<file path="config.mk">
export PLATFORM = sky130hd
export DESIGN_NAME = disp_bus_writer
export DESIGN_NICKNAME = d
export VERILOG_FILES = /design/src/rtl/disp_bus_pkg.sv /design/src/rtl/dbw_phase_timer.sv /design/src/rtl/dbw_spi_shifter.sv /design/src/rtl/disp_bus_writer.sv
export SDC_FILE = /design/constraint.sdc
export NUM_CORES = 1
export LEC_CHECK = 0
export BUFFER_PORTS_ARGS = -buffer_cell sky130_fd_sc_hd__buf_2
export CORE_MARGIN = 10
export CORE_UTILIZATION = 30
export CTS_CLUSTER_SIZE = 14
export DETAILED_ROUTE_END_ITERATION = 7
export PLACE_DENSITY = 0.56
export SLEW_MARGIN = 25
export SYNTH_ARGS = -nofsm -noshare
export SYNTH_HDL_FRONTEND = slang
export SYNTH_SLANG_ARGS = --single-unit
</file>
<file path="constraint.sdc">
create_clock -name clk -period 3.7 [get_ports clk]
set_clock_uncertainty 0.15 [all_clocks]
set_input_delay 0.74 -clock clk [delete_from_list [all_inputs] [get_ports clk]]
set_output_delay 0.74 -clock clk [all_outputs]
set_load 0.02 [all_outputs]
</file>
<file path="src/rtl/disp_bus_pkg.sv">
package disp_bus_pkg;

    typedef enum logic [1:0] {
        BUS_SER = 2'd0,
        BUS_M68 = 2'd1,
        BUS_I80 = 2'd2
    } bus_mode_e;

    typedef enum logic [2:0] {
        PH_IDLE   = 3'd0,
        PH_TURN   = 3'd1,
        PH_SETUP  = 3'd2,
        PH_STROBE = 3'd3,
        PH_SHIFT  = 3'd4,
        PH_HOLD   = 3'd5
    } phase_e;

    typedef struct packed {
        bus_mode_e  mode;
        logic       is_data;
        logic       is_read;
        logic [7:0] payload;
    } xfer_t;

    // upper select bit low -> serial; both high -> 8080; upper only -> 6800
    function automatic bus_mode_e decode_mode(input logic [1:0] s);
        if (!s[1])     return BUS_SER;
        else if (s[0]) return BUS_I80;
        else           return BUS_M68;
    endfunction

    function automatic int max3(input int a, input int b, input int c);
        int m;
        m = (a > b) ? a : b;
        return (m > c) ? m : c;
    endfunction

endpackage

</file>
<file path="src/rtl/dbw_phase_timer.sv">
module dbw_phase_timer #(
    parameter int CW = 4
) (
    input  logic          clk,
    input  logic          rst,
    input  logic          restart,
    input  logic [CW-1:0] len,
    output logic          first,
    output logic          last
);
    logic [CW-1:0] cnt;

    assign first = (cnt == '0);
    assign last  = (cnt == len - CW'(1));

    always_ff @(posedge clk) begin
        if (rst || restart) cnt <= '0;
        else if (!last)     cnt <= cnt + CW'(1);
    end
endmodule

</file>
<file path="src/rtl/dbw_spi_shifter.sv">
module dbw_spi_shifter #(
    parameter int SPI_HALF = 2
) (
    input  logic       clk,
    input  logic       rst,
    input  logic       start,
    input  logic [7:0] tx_byte,
    output logic       sclk,
    output logic       mosi,
    output logic       fin
);
    localparam int HW = (SPI_HALF > 1) ? $clog2(SPI_HALF) : 1;

    logic          active;
    logic          hi_half;
    logic [HW-1:0] div_cnt;
    logic [2:0]    bit_cnt;
    logic [7:0]    sreg;
    logic          half_end;

    assign half_end = (div_cnt == HW'(SPI_HALF - 1));
    assign sclk     = !(active && !hi_half);
    assign mosi     = active ? sreg[7] : 1'b0;
    assign fin      = active && hi_half && half_end && (bit_cnt == 3'd7);

    always_ff @(posedge clk) begin
        if (rst) begin
            active  <= 1'b0;
            hi_half <= 1'b0;
            div_cnt <= '0;
            bit_cnt <= '0;
            sreg    <= '0;
        end else if (start) begin
            active  <= 1'b1;
            hi_half <= 1'b0;
            div_cnt <= '0;
            bit_cnt <= '0;
            sreg    <= tx_byte;
        end else if (active) begin
            if (half_end) begin
                div_cnt <= '0;
                hi_half <= !hi_half;
                if (hi_half) begin
                    sreg    <= {sreg[6:0], 1'b0};
                    bit_cnt <= bit_cnt + 3'd1;
                    if (bit_cnt == 3'd7) active <= 1'b0;
                end
            end else begin
                div_cnt <= div_cnt + HW'(1);
            end
        end
    end


    sclk_rest_chk: assert property (@(posedge clk) disable iff (rst)
        !active |-> sclk);
endmodule

</file>
<file path="src/rtl/disp_bus_writer.sv">
module disp_bus_writer
    import disp_bus_pkg::*;
#(
    parameter int T_SETUP  = 2,
    parameter int T_PULSE  = 3,
    parameter int T_HOLD   = 2,
    parameter int SPI_HALF = 2
) (
    input  logic       clk,
    input  logic       rst,
    input  logic [1:0] sel,
    input  logic       req_valid,
    input  logic       req_is_data,
    input  logic       req_rd,
    input  logic [7:0] req_byte,
    output logic       busy,
    output logic       done,
    output logic       rd_err,
    output logic [7:0] rd_data,
    output logic       cs_n,
    output logic       dc,
    output logic       rw_wr_n,
    output logic       en_rd_n,
    output logic [7:0] db_o,
    output logic       db_oe,
    input  logic [7:0] db_i,
    output logic       sclk,
    output logic       mosi
);
    localparam int TMAX = max3(T_SETUP, T_PULSE, T_HOLD);
    localparam int CW   = $clog2(TMAX + 1);

    phase_e        state, nxt;
    xfer_t         xq;
    bus_mode_e     req_mode;
    logic          accept, reject, restart, spi_start, spi_fin;
    logic          ph_first, ph_last, act, par;
    logic [CW-1:0] ph_len;

    assign req_mode = decode_mode(sel);
    assign accept   = (state == PH_IDLE) && req_valid && !(req_rd && req_mode == BUS_SER);
    assign reject   = (state == PH_IDLE) && req_valid && req_rd && (req_mode == BUS_SER);

    always_comb begin
        unique case (state)
            PH_TURN, PH_SETUP: ph_len = CW'(T_SETUP);
            PH_STROBE:         ph_len = CW'(T_PULSE);
            PH_HOLD:           ph_len = CW'(T_HOLD);
            default:           ph_len = CW'(1);
        endcase
    end

    always_comb begin
        nxt       = state;
        spi_start = 1'b0;
        unique case (state)
            PH_IDLE:   if (accept) nxt = req_rd ? PH_TURN : PH_SETUP;
            PH_TURN:   if (ph_last) nxt = PH_SETUP;
            PH_SETUP:  if (ph_last) begin
                           nxt       = (xq.mode == BUS_SER) ? PH_SHIFT : PH_STROBE;
                           spi_start = (xq.mode == BUS_SER);
                       end
            PH_STROBE: if (ph_last) nxt = PH_HOLD;
            PH_SHIFT:  if (spi_fin) nxt = PH_HOLD;
            PH_HOLD:   if (ph_last) nxt = PH_IDLE;
            default:   nxt = PH_IDLE;
        endcase
    end

    assign restart = (nxt != state);

    dbw_phase_timer #(.CW(CW)) u_timer (
        .clk(clk), .rst(rst), .restart(restart), .len(ph_len),
        .first(ph_first), .last(ph_last)
    );

    dbw_spi_shifter #(.SPI_HALF(SPI_HALF)) u_spi (
        .clk(clk), .rst(rst), .start(spi_start), .tx_byte(xq.payload),
        .sclk(sclk), .mosi(mosi), .fin(spi_fin)
    );

    always_ff @(posedge clk) begin
        if (rst) begin
            state   <= PH_IDLE;
            xq      <= '{mode: BUS_SER, is_data: 1'b1, is_read: 1'b0, payload: 8'h00};
            rd_data <= '0;
            rd_err  <= 1'b0;
        end else begin
            state  <= nxt;
            rd_err <= reject;
            if (accept)
                xq <= '{mode: req_mode, is_data: req_is_data, is_read: req_rd, payload: req_byte};
            if (state == PH_STROBE && ph_last && xq.is_read)
                rd_data <= db_i;
        end
    end

    assign act     = (state == PH_SETUP) || (state == PH_STROBE) || (state == PH_HOLD);
    assign par     = (xq.mode != BUS_SER);
    assign busy    = (state != PH_IDLE);
    assign done    = (state == PH_HOLD) && ph_first;
    assign cs_n    = !((state == PH_STROBE) || (state == PH_SHIFT));
    assign dc      = (state == PH_IDLE) ? 1'b1 : xq.is_data;
    assign rw_wr_n = (act && par) ? xq.is_read : 1'b1;
    assign db_oe   = act && par && !xq.is_read;
    assign db_o    = xq.payload;

    always_comb begin
        unique case (xq.mode)
            BUS_M68: en_rd_n = act;
            BUS_I80: en_rd_n = !(act && xq.is_read);
            default: en_rd_n = 1'b0;
        endcase
    end


    dc_setup_chk: assert property (@(posedge clk) disable iff (rst)
        $fell(cs_n) |-> $stable(dc));

    dc_rest_chk: assert property (@(posedge clk) disable iff (rst)
        !busy |-> dc);

    done_cs_chk: assert property (@(posedge clk) disable iff (rst)
        done |-> (cs_n && !$past(cs_n)));

    rd_oe_chk: assert property (@(posedge clk) disable iff (rst)
        (!cs_n && xq.is_read) |-> (!db_oe && !$past(db_oe)));

    sclk_cs_chk: assert property (@(posedge clk) disable iff (rst)
        cs_n |-> sclk);

    reject_chk: assert property (@(posedge clk) disable iff (rst)
        rd_err |-> (!busy && cs_n && !done));
endmodule

</file>
; ---- After elaboration in Yosys (flattened, before gate mapping)
; Cells that the tools add are included.
[totals]
ff_bits = 40
[classes]
n_eq_ne = 10
add_sub_neg = 4
muxes = 28
n_reduce_logical = 39
[op_table]
columns = op, count
row1 = $mux W8, 4
row2 = $mux W3, 7
row3 = $pmux W3 S6, 1
row4 = $logic_and A1 B1 Y1, 15
row5 = $mux W1, 11
row6 = $eq A3 B3 Y1 const B, 3
row7 = $reduce_bool A2 Y1, 4
row8 = $eq A3 B2 Y1 const B, 2
row9 = $logic_not A1 Y1, 6
row10 = $logic_not A2 Y1, 3
row11 = $mux W2, 3
row12 = $reduce_and A3 Y1, 2
row13 = $logic_or A1 B1 Y1, 4
row14 = $pmux W2 S2, 1
row15 = $add A3 B1 Y3 const B, 1
row16 = $eq A3 B1 Y1 const B, 1
row17 = $logic_not A3 Y1, 1
row18 = $ne A3 B3 Y1, 1
row19 = $reduce_bool A3 Y1, 1
row20 = $reduce_or A3 Y1, 1
row21 = $add A2 B1 Y2 const B, 1
row22 = $eq A2 B1 Y1 const B, 1
row23 = $eq A2 B2 Y1, 1
row24 = $eq A2 B2 Y1 const B, 1
row25 = 5 further kinds, 5

; ---- Depth between registers and ports, before layout
[logic_depth]
word_depth = 10
mapped_depth = 7
depth_no_buf = 6

; ---- Cells and area by module
; Synthesis repeated with hierarchy kept, for this count alone.
[unflattened]
cells_unflattened = 250
area_unflattened_um2 = 2057.0
[by_module_without_submodules]
columns = module, area_each_um2, cells_each, instances
row1 = disp_bus_writer, 1308.8, 164, 1
row2 = dbw_spi_shifter, 615.6, 71, 1
row3 = dbw_phase_timer, 132.6, 15, 1

; ---- Worst setup path before layout
; Ideal clock, no wire load.
[synth_path]
kind = register to output
start = register state[2]
end = output rw_wr_n
required_time_ns = 2.810
arrival_time_ns = 1.552
setup_slack_ns = 1.258
path_buffers = 1
path_stages_with_launch = 6
path_cell_list = dfxtp_1 > buf_4 > and2b_1 > a21oi_1 > nor3_1 > inv_1
[synth_between]
elab_chain_len = 5
elab_cells_between_ends = 7
[synth_lines]
columns = element, line
row1 = "start, declared", disp_bus_writer.sv:33  ; phase_e state, nxt;
row2 = "start signal, assigned", disp_bus_writer.sv:89  ; state <= nxt;
row3 = $eq A3 B2 Y1, disp_bus_writer.sv:98  ; assign act = (state == PH_SETUP) || (state == PH_STROBE) || (state == PH_HOLD);
row4 = $logic_or A1 B1 Y1, disp_bus_writer.sv:98
row5 = $logic_or A1 B1 Y1 (*), disp_bus_writer.sv:98
row6 = $logic_and A1 B1 Y1 (*), disp_bus_writer.sv:104  ; assign rw_wr_n = (act && par) ? xq.is_read : 1'b1;
row7 = $mux W1 (*), disp_bus_writer.sv:104
row8 = "end, declared", disp_bus_writer.sv:22  ; output logic rw_wr_n,
; Mark *: on every way between the ends. The rest lies on a longest branch, timed or not.

; ---- Final worst setup path
[layout_path]
start = register state[1]
end = output en_rd_n
[layout_between]
elab_chain_len = 6
elab_cells_between_ends = 8
[layout_lines]
columns = element, line
row1 = $eq A3 B2 Y1, disp_bus_writer.sv:98
row2 = $logic_or A1 B1 Y1, disp_bus_writer.sv:98
row3 = $logic_or A1 B1 Y1 (*), disp_bus_writer.sv:98
row4 = $logic_and A1 B1 Y1, disp_bus_writer.sv:111  ; BUS_I80: en_rd_n = !(act && xq.is_read);
row5 = $logic_not A1 Y1, disp_bus_writer.sv:111
row6 = $pmux W1 S2 (*), disp_bus_writer.sv:109  ; unique case (xq.mode)
row7 = "end, declared", disp_bus_writer.sv:23  ; output logic en_rd_n,
; Marked as above.

==> metrics.md <==
| Metric | Value |
|---|---|
| Pre-Repair DR Iteration Count | `4` |
| CTS Buf Count | `5` |
| Starting Density | `0.306` |
| Setup violators final | `0` |
| Inst Count DP | `328` |
| Ant diodes | `0` |
| Pwr per Cell Area | `412 nW/um2` |
| Initial DRC Count | `115` |
| # fillers | `between 700 and 800` |
| Worst path top cell family by delay | `flip-flops` |
| Post-synth top area share | `0.387` |
| DRC viols | `0` |
| GPL Wtd Cong | `0.905` |
| Dominant synthesized flop cell | `dfxtp_1` |
| Avg Inst Size Synth | `9.23 um2` |
| Postcts setup bufs | `0` |
| Max IR drop VDD | `0.171 mV` |
| Clk sinks | `40` |
| Dpl ws | `approximately 1.2 ns` |
| Critical path buffer and inverter count | `1` |
| Final std cells w/o fill | `336` |
| First-pass GRT wire length | `8.11 mm` |
| Synth Warn # | `0` |
| Vias/cell | `4.89` |
| Flops & latches, synth | `40` |
| Cells along the critical path | `and2b_1, a21oi_1, o21ai_0, a21boi_1, buf_2` |
| Final Cycle Share | `0.755` |
| Layout cells sized above 1 | `0.250` |
| Nets@finish | `284` |
| Die X | `103 um` |
| Io pins | `49` |
| Total track usage | `0.0954` |
| DIE HEIGHT | `103 um` |
| Max cap viols | `0` |
| Largest net degree at the start of global routing | `38` |
| Mapped Area | `about 2100 um2` |
| Cell taking the most area after synthesis | `dfxtp_1` |
| Critical path's slowest cell | `dfxtp_1` |
| Root buf cell | `clkbuf_8` |
| Post-CTS resize count | `0` |
| Via count | `1644` |
| Number of synthesized flops with an enable pin | `0` |
| Syn nets | `253` |
| Ys async rst share | `0` |
| Vias in the first global route | `roughly 1700` |
| Core area | `6760 um2` |
| CP max FO | `16` |
| Type of the most critical hold path | `flop to flop` |
| Cts hold-fix bufs | `0` |
| Setup Crit Path Kind | `flop to output port` |
| CTS tree | `built` |
| GR Overflow Total | `0` |
| Tmin final | `2.80 ns` |
| Sequential area share after synthesis | `0.387` |
| Clock tree buffer depth | `2` |
| Max Slew Vio Count | `0` |
| Buffers on Ports | `48` |
| DP HPWL | `between 3 and 4 mm` |
| Clock Pin Slew Worst Setup and Hold Paths | `approximately 0.080 ns` |
| Die ar. | `10600 um2` |
| Final hold vios | `0` |
| Worst Setup Slack, final | `about 0.9 ns` |
| Initial antenna violation count | `0` |
| Row count | `30` |
| Htree depth | `2` |
| Nature of the critical path endpoint | `output port` |
| Post-route antenna net violation count | `0` |
| Clk_lat worst skew | `0.30 ns` |
| Max incr delay on CP | `about 0.64 ns` |
| Top cells by area, synth | `dfxtp_1 (39%), mux2i_1 (13%), nor2_1 (4.9%)` |
| Lkg Pwr | `1.04 nW` |
| Arrival @ worst endpoint | `1.91 ns` |
| Post-Route WL | `4.86 mm` |
| FMAX | `358 MHz` |
| Routed WL per cell | `14.5 um` |
| WP data required | `2.81 ns` |
| Slew HR | `0.532` |
| Post-Synthesis Cells | `224` |
| RSZ-0062 raised after global routing | `false` |
| Netlist cell types | `48` |
| Type of origin of the critical path | `flop` |
| Setup TNS | `0 ns` |
| Worst-margin pin slew | `0.702 ns` |
| Status | `complete, no violations` |
| P&R area growth vs syn | `13.9%` |
-- cell type report --
cell class	instances	area (um2)	share of cell area
Clock buffer	6	82.6	0.0351
Clock inverter	2	38.8	0.0165
Inverter	9	33.8	0.0143
Multi-Input combinational cell	151	1060	0.450
Sequential cell	40	801	0.340
Tap cell	80	100	0.0425
Timing Repair Buffer	48	240	0.102
-- cell usage after synthesis, types with 2 or more instances --
library cell and n:
dfxtp_1 40, o21a_1 2, and3_1 4, a21oi_1 10, nor2b_1 3, nand2b_1 5, nor3_1 7, xnor2_1 2
buf_6 5, clkbuf_1 3, ha_1 6, inv_1 8, and2b_1 2, buf_4 11, mux2i_1 26, nand3_1 5
and4bb_1 2, o311ai_1 2, a211oi_1 8, and2_1 2, a22oi_1 2, nor2_1 27, nand2_2 2, buf_2 4
o21ai_0 6, a21boi_1 2, nand2_1 7
-- placed cells by master, fill, tap and decap left out, types with 2 or more instances in the layout --
master and count:
mux2i_1 26, a211oi_1 8, and4bb_1 2, nand2_2 2
o21a_1 2, ha_1 6, nor2_1 27, o21ai_0 6
inv_1 8, xnor2_1 2, a22oi_1 2, and3_1 4
nor2b_1 3, and2_1 2, nand2b_1 5, o311ai_1 2
and2b_1 2, nand2_1 7, dfxtp_1 40, nand3_1 5
a21boi_1 2, nor3_1 7, clkbuf_8 6, buf_2 48
a21oi_1 10
-- cell families after synthesis --
family                   count (synthesis)  share of synthesized area
multiplexers                            26                      0.126
adder cells (fa/ha/maj)                  6                     0.0363
buffers and inverters                   33                      0.100
flip-flops                              40                      0.387
XOR/XNOR                                 3                     0.0127
AND/OR/NAND/NOR                         75                      0.198
AO/OA/AOI/OAI                           41                      0.140
-- per-layer routing --
layer | track usage | wire length, um | vias to the layer above
met3 | 0.0349 | 341 | 11
met1 | 0.116 | 2160 | 746
met2 | 0.140 | 2210 | 51
li1 | - | - | 836
met4 | 0.0578 | 157 | 0
met5 | 0 | 0 | -
-- worst register-to-register path, cell delays in order (launching register included) --
cell and delay, ns:
dfxtp_1 0.71, and4bb_1 0.34, and3_1 0.48, mux2i_1 0.25
nor2_1 0.05
-- where the power goes --
| part | switching [W] | leakage (nW) | internal (W) |
|---|---|---|---|
| combinational | 0.0000680 | 0.656 | 0.0000499 |
| clock | 0.000168 | 0.0614 | 0.000221 |
| sequential | 0.0000195 | 0.324 | 0.000445 |
| total | 0.000255 | 1.04 | 0.000716 |
-- per-stage QoR --
stage          power, W  cell area (um2)  utilization  hold slack (ns)
6_report       0.000971             2360        0.349            0.326
5_1_grt         0.00102             2360        0.349            0.351
4_1_cts        0.000981             2360        0.349            0.331
3_5_place_dp   0.000593             2230        0.331            0.313
3_3_place_gp   0.000592             2230        0.331            0.314
2_1_floorplan  0.000567             2070            -            0.276
-- final timing paths --
kind	startpoint	endpoint	cells past startpoint	slack (ns)
max	state[1]$_SDFF_PP0_	en_rd_n	5	0.90
min	db_o[0]$_SDFFE_PP0P_	u_spi.sreg[0]$_SDFFE_PP0P_	2	0.33
max reg2reg	state[0]$_SDFF_PP0_	rd_data[6]$_SDFFE_PP0P_	4	1.58
min reg2reg	db_o[0]$_SDFFE_PP0P_	u_spi.sreg[0]$_SDFFE_PP0P_	2	0.33
-- sequential cells by signal, indices dropped and copies added, names as in the netlist --
signal and cells:
u_spi.div_cnt 1, db_o 8, rd_err 1, state 3, u_timer.cnt 2, rd_data 8
u_spi.bit_cnt 3, u_spi.active 1, xq 4, u_spi.sreg 8, u_spi.hi_half 1
Note: power is estimated with default switching activity, not from simulation.
